<file path="src/rtl/fcmp_pkg.sv">
package fcmp_pkg;
    localparam int DW = 64;
    localparam int SW = 32;
    localparam int FW = 4;

    typedef enum logic [1:0] {
        K_REG  = 2'd0,
        K_ZERO = 2'd1,
        K_COND = 2'd2,
        K_RSVD = 2'd3
    } kind_e;

    typedef struct packed {
        logic sign;
        logic is_nan;
        logic is_zero;
        logic [62:0] mag;
    } fp_view_t;

    localparam logic [FW-1:0] FL_UNORD = 4'b0011;
    localparam logic [FW-1:0] FL_LESS  = 4'b1000;
    localparam logic [FW-1:0] FL_EQUAL = 4'b0110;
    localparam logic [FW-1:0] FL_GREAT = 4'b0010;

    function automatic fp_view_t view_dbl(input logic [DW-1:0] v);
        fp_view_t r;
        r.sign    = v[63];
        r.mag     = v[62:0];
        r.is_nan  = (&v[62:52]) && (|v[51:0]);
        r.is_zero = (v[62:0] == '0);
        return r;
    endfunction

    function automatic fp_view_t view_sgl(input logic [SW-1:0] v);
        fp_view_t r;
        r.sign    = v[31];
        r.mag     = {32'd0, v[30:0]};
        r.is_nan  = (&v[30:23]) && (|v[22:0]);
        r.is_zero = (v[30:0] == '0);
        return r;
    endfunction
endpackage

</file>
<file path="src/rtl/fcmp_order.sv">
module fcmp_order
    import fcmp_pkg::*;
(
    input  logic [DW-1:0] a,
    input  logic [DW-1:0] b,
    input  logic          dbl,
    output logic [FW-1:0] res
);
    fp_view_t va, vb;
    logic a_lt_b, a_gt_b;

    always_comb begin
        if (dbl) begin
            va = view_dbl(a);
            vb = view_dbl(b);
        end else begin
            va = view_sgl(a[SW-1:0]);
            vb = view_sgl(b[SW-1:0]);
        end
    end

    // Sign-magnitude ordering; equal zeros of either sign are handled first.
    always_comb begin
        a_lt_b = 1'b0;
        a_gt_b = 1'b0;
        if (!(va.is_zero && vb.is_zero)) begin
            if (va.sign != vb.sign) begin
                a_lt_b = va.sign;
                a_gt_b = vb.sign;
            end else if (va.mag != vb.mag) begin
                a_lt_b = (va.mag < vb.mag) ^ va.sign;
                a_gt_b = !a_lt_b;
            end
        end
        if (va.is_nan || vb.is_nan) res = FL_UNORD;
        else if (a_lt_b)            res = FL_LESS;
        else if (a_gt_b)            res = FL_GREAT;
        else                        res = FL_EQUAL;
    end

    always_comb begin
        a_r4_exclusive: assert (!(a_lt_b && a_gt_b));
    end
endmodule

</file>
<file path="src/rtl/fcmp_cond_eval.sv">
module fcmp_cond_eval
    import fcmp_pkg::*;
(
    input  logic [FW-1:0] nzcv,
    input  logic [3:0]    cc,
    output logic          pass
);
    logic n, z, c, v, base;
    assign {n, z, c, v} = nzcv;

    always_comb begin
        case (cc[3:1])
            3'd0: base = z;
            3'd1: base = c;
            3'd2: base = n;
            3'd3: base = v;
            3'd4: base = c && !z;
            3'd5: base = (n == v);
            3'd6: base = !z && (n == v);
            default: base = 1'b1;
        endcase
        pass = (cc[3:1] == 3'd7) ? 1'b1 : (base ^ cc[0]);
    end
endmodule

</file>
<file path="src/rtl/fcmp_flag_unit.sv">
module fcmp_flag_unit
    import fcmp_pkg::*;
(
    input  logic          clk,
    input  logic          rst,
    input  logic          op_valid,
    input  logic [1:0]    op_kind,
    input  logic          is_dbl,
    input  logic [63:0]   opa,
    input  logic [63:0]   opb,
    input  logic [3:0]    cond,
    input  logic [3:0]    imm_flags,
    output logic [3:0]    flags_q
);
    kind_e         kind;
    logic [DW-1:0] rhs;
    logic [FW-1:0] cmp_res, next_flags;
    logic          cc_pass, do_write;

    assign kind = kind_e'(op_kind);
    assign rhs  = (kind == K_ZERO) ? '0 : opb;

    fcmp_order u_order (.a(opa), .b(rhs), .dbl(is_dbl), .res(cmp_res));
    fcmp_cond_eval u_cond (.nzcv(flags_q), .cc(cond), .pass(cc_pass));

    always_comb begin
        do_write   = op_valid && (kind != K_RSVD);
        next_flags = cmp_res;
        if (kind == K_COND && !cc_pass) next_flags = imm_flags;
    end

    always_ff @(posedge clk) begin
        if (rst)           flags_q <= '0;
        else if (do_write) flags_q <= next_flags;
    end

    a_r1_reset: assert property (@(posedge clk) rst |=> flags_q == 4'b0000);
    a_r2_hold: assert property (@(posedge clk) disable iff (rst)
        !op_valid |=> $stable(flags_q));
    a_r7_rsvd: assert property (@(posedge clk) disable iff (rst)
        (op_valid && op_kind == 2'd3) |=> $stable(flags_q));
    a_r3_legal: assert property (@(posedge clk) disable iff (rst)
        (op_valid && op_kind != 2'd2) |=> (flags_q == FL_UNORD || flags_q == FL_LESS
                                          || flags_q == FL_EQUAL || flags_q == FL_GREAT
                                          || op_kind == 2'd3 || $past(op_kind) == 2'd3));
    a_r9_fail_imm: assert property (@(posedge clk) disable iff (rst)
        (op_valid && op_kind == 2'd2 && !cc_pass) |=> flags_q == $past(imm_flags));
endmodule

</file>
<file path="config.mk">
export PLATFORM = sky130hd
export DESIGN_NAME = fcmp_flag_unit
export DESIGN_NICKNAME = d
export VERILOG_FILES = /design/src/rtl/fcmp_pkg.sv /design/src/rtl/fcmp_order.sv /design/src/rtl/fcmp_cond_eval.sv /design/src/rtl/fcmp_flag_unit.sv
export SDC_FILE = /design/constraint.sdc
export NUM_CORES = 1
export LEC_CHECK = 0
export ABC_AREA = 1
export BUFFER_PORTS_ARGS = -buffer_cell sky130_fd_sc_hd__buf_2
export CORE_UTILIZATION = 46
export CTS_BUF_LIST = sky130_fd_sc_hd__clkbuf_16
export CTS_CLUSTER_DIAMETER = 120
export DETAILED_ROUTE_END_ITERATION = 7
export PLACE_DENSITY_LB_ADDON = 0.12
export SYNTH_ARGS = -nofsm -noshare
export SYNTH_HDL_FRONTEND = slang
export SYNTH_HIERARCHICAL = 1
export SYNTH_SLANG_ARGS = --single-unit
</file>
<file path="constraint.sdc">
create_clock -name clk -period 2.4 [get_ports clk]
set_input_delay 0.24 -clock clk [delete_from_list [all_inputs] [get_ports clk]]
set_output_delay 0.24 -clock clk [all_outputs]
set_load 0.05 [all_outputs]
</file>
==> flow_summary_export.csv, run 1 <==
group,metric,value,unit
synthesis,seq_area_frac_synth,2.237,%
timing,hold_viol,0,
synthesis,synthesis.nets,899,
global_routing,grt_usage,24.16,%
timing,slew_headroom,74.43,%
power_and_ir_drop,p_switching,0.5203,mW
final_layout,n_fill_cell,729,
synthesis,synth.most_common_cell,"nand2_1",
synthesis,syn_area_per_cell,5.158,um^2
synthesis,synth_area,0.003580,mm^2
drt,routedWlPerCell,10.50,um
timing,holdWs,314.7,ps
drt,wl,10350,um
global_routing,grt_pass1_vias,4295,
cts,cts_made_buffers,3,
critical_path,crit_type,"input pin to flip-flop",
global_routing,grt-ovfl-total,0,
drt,via_per_inst,4.711,
cts,cts_tree,"built",
synthesis,synth.distinct_cells,31,
synthesis,synth_cells,694,
timing,drv_slew,0,
power_and_ir_drop,ir_drop,0.1855,mV
outcome,outcome,"finished clean",
power_and_ir_drop,power.internal,0.6731,mW
job,maxCapViolations,0,
synthesis,ys_warn_count,6,
cts,cts_sinks,4,
power_and_ir_drop,finalPower,1.193,mW
cts,htree_levels,1,
drt,dr.first_iter.drc_count,153,
final_layout,top_regs,"flags_q: 4 flops",
timing,worst_pin_slew,380.0,ps
placed_design,finalWeightedCongestion,0.8836,
synthesis,yosys.area.top_type,"ha_1",
power_and_ir_drop,leakage,3.232,nW
synthesis,synth_edf_count,0,
timing,rsz0062_at_grt,"yes",
synthesis,synth-seq-cells,4,
final_layout,nNetsFinal,1093,
global_routing,grt_max_degree,38,
cts,clockBufferDepth,2,
critical_path,worstSetupEndpointType,"flip-flop",
power_and_ir_drop,switching_share,43.59,%
placed_design,io_buffer_count,145,
synthesis,synth_top_area_share,22.02,%
die,fp.coreArea,0.007370,mm^2
synthesis,synthTopCellsByCount,"nand2_1 (186), inv_1 (170), nor2_1 (121)",
die,rows,31,
timing,period_needed,2399,ps
placed_design,dp.cells,979,
final_layout,areaGrowthSynthToFinish,38.87,%
power_and_ir_drop,p_clk_share,21.5,%
drt,post-route-drc-count,0,
timing,finalSetupViolCount,0,
critical_path,arrival,2520,ps
power_and_ir_drop,combPwrFrac,71.8,%
placed_design,dp_hpwl,8898,um
critical_path,path_max_fanout,25,
timing,tns,0,ps
die,die_y,90.22,um
synthesis,synth_top_flop_cell,"dfxtp_1",
timing,post-route-period-util,99.97,%
timing,fin_worst_skew,0.1659,ps
synthesis,synthArstFlopShare,0,%
global_routing,antenna_found_initial,1,
die,start_util,48.57,%
cts,clk-insertion-delay-late,220,ps
cts,clockRootBuffer,"clkbuf_16",
die,pin_count,146,
die,die_w,90.22,um
drt,dr.pass1.iters,4,
power_and_ir_drop,pwr-share-seq,6.7,%
cts,clkTransAtPathRegs,30,ps
global_routing,grt_pass1_wl,17090,um
final_layout,largest_reg_flops,4,
synthesis,netlist_top_cells_area,"ha_1 (22%), nand2_1 (20%), inv_1 (18%), nor2_1 (13%), nand3_1 (4.3%)",
hold_path,hold_path.class,"input pin to flip-flop",
power_and_ir_drop,p_per_area,240.1,mW/mm^2
die,die_area,0.008139,mm^2
critical_path,cp.required,2520,ps
final_layout,largest_register,"flags_q",
timing,max_freq,0.4168,GHz
final_layout,fin_cells,986,
drt,ant_nets,0,
final_layout,drive_gt1_share,27.77,%
drt,vias,4645,
critical_path,crit_path_start_kind,"input pin",
-- final timing paths --
kind | from | to | slack [ps] | cells past startpoint
worst max-delay path | op_kind[0] | flags_q[1] | 0.8 | 22
worst min-delay path | rst | flags_q[1] | 310 | 4
worst max register to register | flags_q[2] | flags_q[3] | 850 | 13
worst min register to register | flags_q[1] | flags_q[1] | 620 | 4
-- per-stage QoR --
step	worst slack [ps]	util [%]	area [um^2]
finish	0.7507	67.45	4971
CTS	11.72	66.04	4867
floorplan	66.03	-	3580
detailed placement	-282.1	64.77	4773
global route	-231.2	67.45	4971
global placement	-170.4	64.77	4773
-- cell usage in the layout, fill, tap and decap left out, types with 2 or more instances in the layout --
cell type,instances
a21o_1,4
a21oi_1,19
a21oi_2,6
buf_12,3
buf_2,145
buf_4,53
clkbuf_16,5
dfxtp_1,4
ha_1,63
inv_1,170
inv_2,5
nand2_1,186
nand2_2,4
nand3_1,30
nand3_2,2
nand4_1,21
nor2_1,109
nor2_2,16
nor2_4,2
nor3_1,8
nor4_1,16
o21ai_0,2
-- per-layer routing --
metal	track usage [%]	part of all wire (%)	vias to the layer above
met1	29.77	44	2006
met5	0	0	-
met2	45.42	51	116
met3	1.777	4.5	8
li1	-	-	2515
met4	4.973	0.63	0
-- power groups by stage --
stage / logic [mW] / registers [mW] / clock network (mW)
4_1_cts: 0.832 / 0.0801 / 0.259
3_3_place_gp: 0.796 / 0.0807 / 0
2_1_floorplan: 0.479 / 0.0995 / 0
3_5_place_dp: 0.822 / 0.0810 / 0
5_1_grt: 0.976 / 0.0811 / 0.268
6_report: 0.857 / 0.0802 / 0.257
-- critical path: stages --
cell and delay [ps]:
buf_2 120, inv_4 70, nor2_8 50, buf_12 160
nor2_2 110, nand2_1 70, ha_1 320, nand2_1 80
nor2_2 120, nand4_1 180, and3b_1 260, nand2_1 70
nand3_1 100, nand3_1 80, nand2_1 70, nand2_2 70
nor2_4 100, inv_2 30, nand2_1 50, nand3_1 60
nand2_1 60, inv_1 30
-- cells by family (layout without fill, tap and decap cells) --
logic type,count (synthesis),in the layout,share of synthesized area (%)
compound gates,33,33,5.208
xor+xnor,1,1,0.2447
fa+ha+maj,63,63,22.02
buf+inv,190,382,21.43
flops,4,4,2.237
mux,1,1,0.2796
other cells,0,1,0
simple gates,402,402,48.59
-- layout make-up --
| type | instances | area, um^2 | share of cell area [%] |
|---|---|---|---|
| Inverter | 176 | 663.1 | 13.34 |
| Sequential cell | 4 | 80.08 | 1.611 |
| Antenna cell | 1 | 2.502 | 0.05034 |
| Timing Repair Buffer | 203 | 1234 | 24.82 |
| Multi-Input combinational cell | 500 | 2793 | 56.18 |
| Clock buffer | 3 | 75.07 | 1.510 |
| Tap cell | 99 | 123.9 | 2.492 |
-- what timing repair did --
action,CTS,global route
gates resized for setup,6,15
buffers inserted,0,1
pin swaps,2,2
cloned,0,2
endpoints found under the setup margin,3,4
hold buffers,0,0
No activity file was read; power rests on OpenSTA's default activity.
==> run 2, diff against run 1 <==
- PLACE_DENSITY_LB_ADDON: 0.12 -> 0.1
==> flow_summary_export.csv, run 2 (synthesized netlist as in run 1, its figures left out) <==
group,metric,value,unit
outcome,outcome,"finished, violations left",
outcome,violations,"negative setup slack",
placed_design,post-place-ws,-297.1,ps
final_layout,regArea,80.08,um^2
timing,tns,-99.90,ps
final_layout,top_regs,"flags_q: 4 flops",
final_layout,fin_cells,1001,
placed_design,finalWeightedCongestion,0.9322,
drt,dr.pass1.iters,5,
drt,dr.first_iter.drc_count,269,
hold_path,hold_path.class,"input pin to flip-flop",
global_routing,grt_pass1_wl,19000,um
final_layout,post-route-util,76.15,%
drt,wl,11980,um
global_routing,antenna_found_initial,0,
cts,ctsHoldBuffers,0,
final_layout,nNetsFinal,1109,
cts,clk-insertion-delay-late,220,ps
cts,cts_sinks,4,
placed_design,place_area,0.004796,mm^2
global_routing,grt_usage,27.46,%
final_layout,n_fill_cell,602,
critical_path,arrival,2630,ps
timing,drv_slew,0,
critical_path,crit_path_start_kind,"input pin",
job,maxCapViolations,0,
timing,hold_viol,0,
drt,ant_nets,0,
cts,clockBufferDepth,2,
final_layout,largest_register,"flags_q",
placed_design,dp.cells,982,
timing,timing.final.ws_setup,-62.24,ps
global_routing,grt-ovfl-total,0,
cts,cts_made_buffers,3,
placed_design,io_buffer_count,145,
final_layout,largest_reg_flops,4,
die,fp.coreArea,0.007370,mm^2
timing,period_needed,2462,ps
final_layout,drive_gt1_share,37.25,%
drt,post-route-drc-count,0,
power_and_ir_drop,finalPower,1.357,mW
timing,worst_pin_slew,385.8,ps
timing,max_freq,0.4061,GHz
drt,vias,4958,
critical_path,worstSetupEndpointType,"flip-flop",
global_routing,grt_pass1_vias,4655,
cts,htree_levels,1,
final_layout,multi_input_area,0.003226,mm^2
die,start_util,48.57,%
drt,routedWlPerCell,11.97,um
final_layout,antennaDiodeCount,0,
cts,clkTransAtPathRegs,30,ps
cts,clockRootBuffer,"clkbuf_16",
timing,post-route-period-util,102.6,%
drt,via_per_inst,4.953,
final_layout,layout_common_cells,"nand2_1 (168), inv_1 (160), buf_2 (143)",
global_routing,grt_max_degree,28,
power_and_ir_drop,leakage,3.365,nW
final_layout,design_area,0.005612,mm^2
critical_path,cp.required,2570,ps
power_and_ir_drop,p_per_area,241.7,mW/mm^2
timing,rsz0062_at_grt,"yes",
critical_path,crit_type,"input pin to flip-flop",
power_and_ir_drop,ir_drop,0.1862,mV
timing,finalSetupViolCount,2,
critical_path,path_max_fanout,7,
cts,cts_tree,"built",
die,pin_count,146,
final_layout,final_common_cell,"nand2_1",
die,rows,31,
die,die_area,0.008139,mm^2
timing,slew_headroom,74.04,%
die,die_w,90.22,um
final_layout,areaGrowthSynthToFinish,56.76,%
timing,holdWs,322.6,ps
timing,fin_worst_skew,1.547,ps
die,die_y,90.22,um
placed_design,dp_hpwl,9073,um
-- run 2: changes by cell type in the layout (fill, tap and decap cells not counted), sizes merged --
cell    change
nor2        +1
inv         -1
clkbuf      -2
buf        +17
clkinv      +1
diode       -1
-- run 2: final cells by class --
cell class	instances	share of cell area, %
well taps	99	2.207
flip-flops and latches	4	1.427
inverters	176	12.00
multi-input cells	501	57.48
clock buffers	3	1.338
repair buffers	218	25.55
-- run 2: worst max-delay path: stages --
cell,delay [ps]
buf_8,90
clkinv_8,60
nor2_4,170
buf_12,150
buf_16,140
buf_6,110
nor2_4,30
inv_2,80
buf_4,110
nand4_1,120
nor2_2,170
nand3_2,160
nor2_4,180
nand2_2,80
o21ai_2,210
nor2_2,60
nand2_2,90
nand2_1,60
nor2_2,70
nand2_1,50
nand3_1,70
nand2_1,50
inv_1,40
-- run 2: worst paths after layout --
kind | to | cells past startpoint | startpoint | slack, ps
setup reg to reg | flags_q[3] | 13 | flags_q[2] | 780
hold / removal | flags_q[3] | 4 | rst | 320
setup / recovery | flags_q[2] | 23 | op_kind[0] | -60
hold reg to reg | flags_q[1] | 4 | flags_q[1] | 620
-- run 2: power by group --
| group | total (mW) | switching, mW | internal, mW |
|---|---|---|---|
| registers | 0.0801 | 0.00718 | 0.0729 |
| logic | 1.02 | 0.549 | 0.471 |
| clock network | 0.256 | 0.0439 | 0.213 |
| total | 1.36 | 0.600 | 0.757 |
-- run 2: repair_timing --
action / CTS / global route
hold endpoints to repair: 0 / 0
gates resized for setup: 65 / 64
pin swaps: 35 / 39
endpoints found under the setup margin: 3 / 4
cloned: 4 / 0
buffers inserted: 9 / 3
-- run 2: routing by layer --
metal	vias to the layer above	wire length (um)	track usage (%)
li1	2549	-	-
met1	2219	5006	32.78
met2	164	6175	52.86
met3	26	564	1.354
met4	0	234	6.855
met5	-	0	0
==> run 3, diff against run 2 <==
==> constraint.sdc (replaced) <==
create_clock -name clk -period 2.4 [get_ports clk]
set_input_delay 0.48 -clock clk [delete_from_list [all_inputs] [get_ports clk]]
set_output_delay 0.48 -clock clk [all_outputs]
set_load 0.05 [all_outputs]
==> flow_summary_export.csv, run 3 (synthesized netlist as in run 1, its figures left out) <==
group,metric,value,unit
power_and_ir_drop,p_per_area,237.8,mW/mm^2
timing,rsz0062_at_grt,"yes",
die,start_util,48.57,%
timing,period_needed,2630,ps
cts,clk-insertion-delay-late,230,ps
drt,post-route-drc-count,0,
drt,via_per_inst,4.703,
cts,clkTransAtPathRegs,30,ps
timing,slew_headroom,72.82,%
placed_design,io_buffer_count,145,
power_and_ir_drop,leakage,3.237,nW
critical_path,cp.required,2520,ps
final_layout,layout_common_cells,"nand2_1 (184), inv_1 (169), buf_2 (145)",
timing,max_freq,0.3802,GHz
timing,post-route-period-util,109.6,%
outcome,violations,"negative setup slack",
job,maxCapViolations,0,
die,die_w,90.22,um
timing,worst_pin_slew,404.0,ps
timing,finalSetupViolCount,4,
timing,fin_worst_skew,3.455,ps
global_routing,grt_pass1_wl,17030,um
final_layout,largest_register,"flags_q",
critical_path,path_max_fanout,23,
timing,holdWs,552.4,ps
timing,drv_slew,0,
critical_path,worstSetupEndpointType,"flip-flop",
timing,timing.final.ws_setup,-230.2,ps
drt,dr.pass1.iters,5,
final_layout,nNetsFinal,1096,
critical_path,crit_path_start_kind,"input pin",
cts,clockRootBuffer,"clkbuf_16",
cts,cts_made_buffers,3,
global_routing,antenna_found_initial,0,
placed_design,finalWeightedCongestion,0.9157,
critical_path,critical-path-slowest-cell,"ha_1",
die,fp.coreArea,0.007370,mm^2
die,pin_count,146,
global_routing,grt-ovfl-total,0,
cts,cts_setup_buffers,0,
final_layout,drive_gt1_share,29.58,%
hold_path,hold_path.class,"input pin to flip-flop",
outcome,outcome,"finished, violations left",
timing,tns,-673.5,ps
global_routing,grt_usage,24.31,%
die,die_y,90.22,um
cts,cts_tree,"built",
placed_design,place_area,0.004900,mm^2
drt,vias,4647,
critical_path,arrival,2750,ps
final_layout,final_common_cell,"nand2_1",
power_and_ir_drop,ir_drop,0.1729,mV
final_layout,n_fill_cell,703,
final_layout,antennaDiodeCount,0,
final_layout,multi_input_area,0.002904,mm^2
critical_path,cpMostUsedCell,"nand2_1",
critical_path,crit_type,"input pin to flip-flop",
final_layout,largest_reg_flops,4,
drt,dr.first_iter.drc_count,143,
die,die_area,0.008139,mm^2
final_layout,regArea,80.08,um^2
timing,hold_viol,0,
placed_design,dp_hpwl,8753,um
final_layout,areaGrowthSynthToFinish,41.66,%
placed_design,dp.cells,985,
final_layout,fin_cells,988,
global_routing,grt_pass1_vias,4281,
drt,routedWlPerCell,10.22,um
cts,clockBufferDepth,2,
final_layout,top_regs,"flags_q: 4 flops",
die,rows,31,
critical_path,critPathMaxStageDelay,250,ps
cts,ctsHoldBuffers,0,
final_layout,design_area,0.005071,mm^2
drt,ant_nets,0,
cts,htree_levels,1,
cts,cts_sinks,4,
global_routing,grt_max_degree,31,
drt,wl,10100,um
run 3: power breakdown:
part	total (mW)	internal, mW	switching, mW	leakage, nW
clock	0.259	0.213	0.0467	0.0370
sequential	0.0796	0.0729	0.00662	0.0331
combinational	0.867	0.393	0.474	3.17
run 3: what timing repair did:
item | in CTS | in global routing
endpoints found under the setup margin | 4 | 4
pin swaps | 4 | 2
gates resized for setup | 18 | 6
run 3: cell type report:
| class | instances | share of cell area (%) |
|---|---|---|
| Multi-Input combinational cell | 500 | 57.27 |
| Timing Repair Buffer | 206 | 24.15 |
| Inverter | 176 | 13.08 |
| Tap cell | 99 | 2.443 |
| Sequential cell | 4 | 1.579 |
| Clock buffer | 3 | 1.480 |
run 3: worst max-delay path: cells and delay by family:
kind                       cells  cell delay (ps)
adders and majority gates      1              250
and+or+nand+nor               16             1250
buffers and inverters          7              590
AOI/OAI and AO/OA              1              140
run 3: per-stage QoR:
step | setup WS [ps] | util, % | power, mW
3_5_place_dp | -492.8 | 66.49 | 0.9187
4_1_cts | -207.0 | 68.52 | 1.201
2_1_floorplan | -103.6 | - | 0.6003
6_report | -230.2 | 68.81 | 1.206
3_3_place_gp | -425.4 | 66.49 | 0.8947
5_1_grt | -509.9 | 68.81 | 1.333
run 3: worst paths after layout:
kind | from | endpoint | slack (ps) | cells past startpoint
hold / removal | rst | flags_q[2] | 550 | 4
setup / recovery | op_kind[0] | flags_q[1] | -230 | 25
hold reg to reg | flags_q[1] | flags_q[1] | 600 | 4
setup reg to reg | flags_q[2] | flags_q[3] | 830 | 13
run 3: layer usage:
layer	up-vias	global-route usage, %	routed length (um)
li1	2514	-	-
met1	2010	29.48	4649
met2	111	45.67	4971
met3	12	2.030	381
met4	0	5.914	100
met5	-	0	0
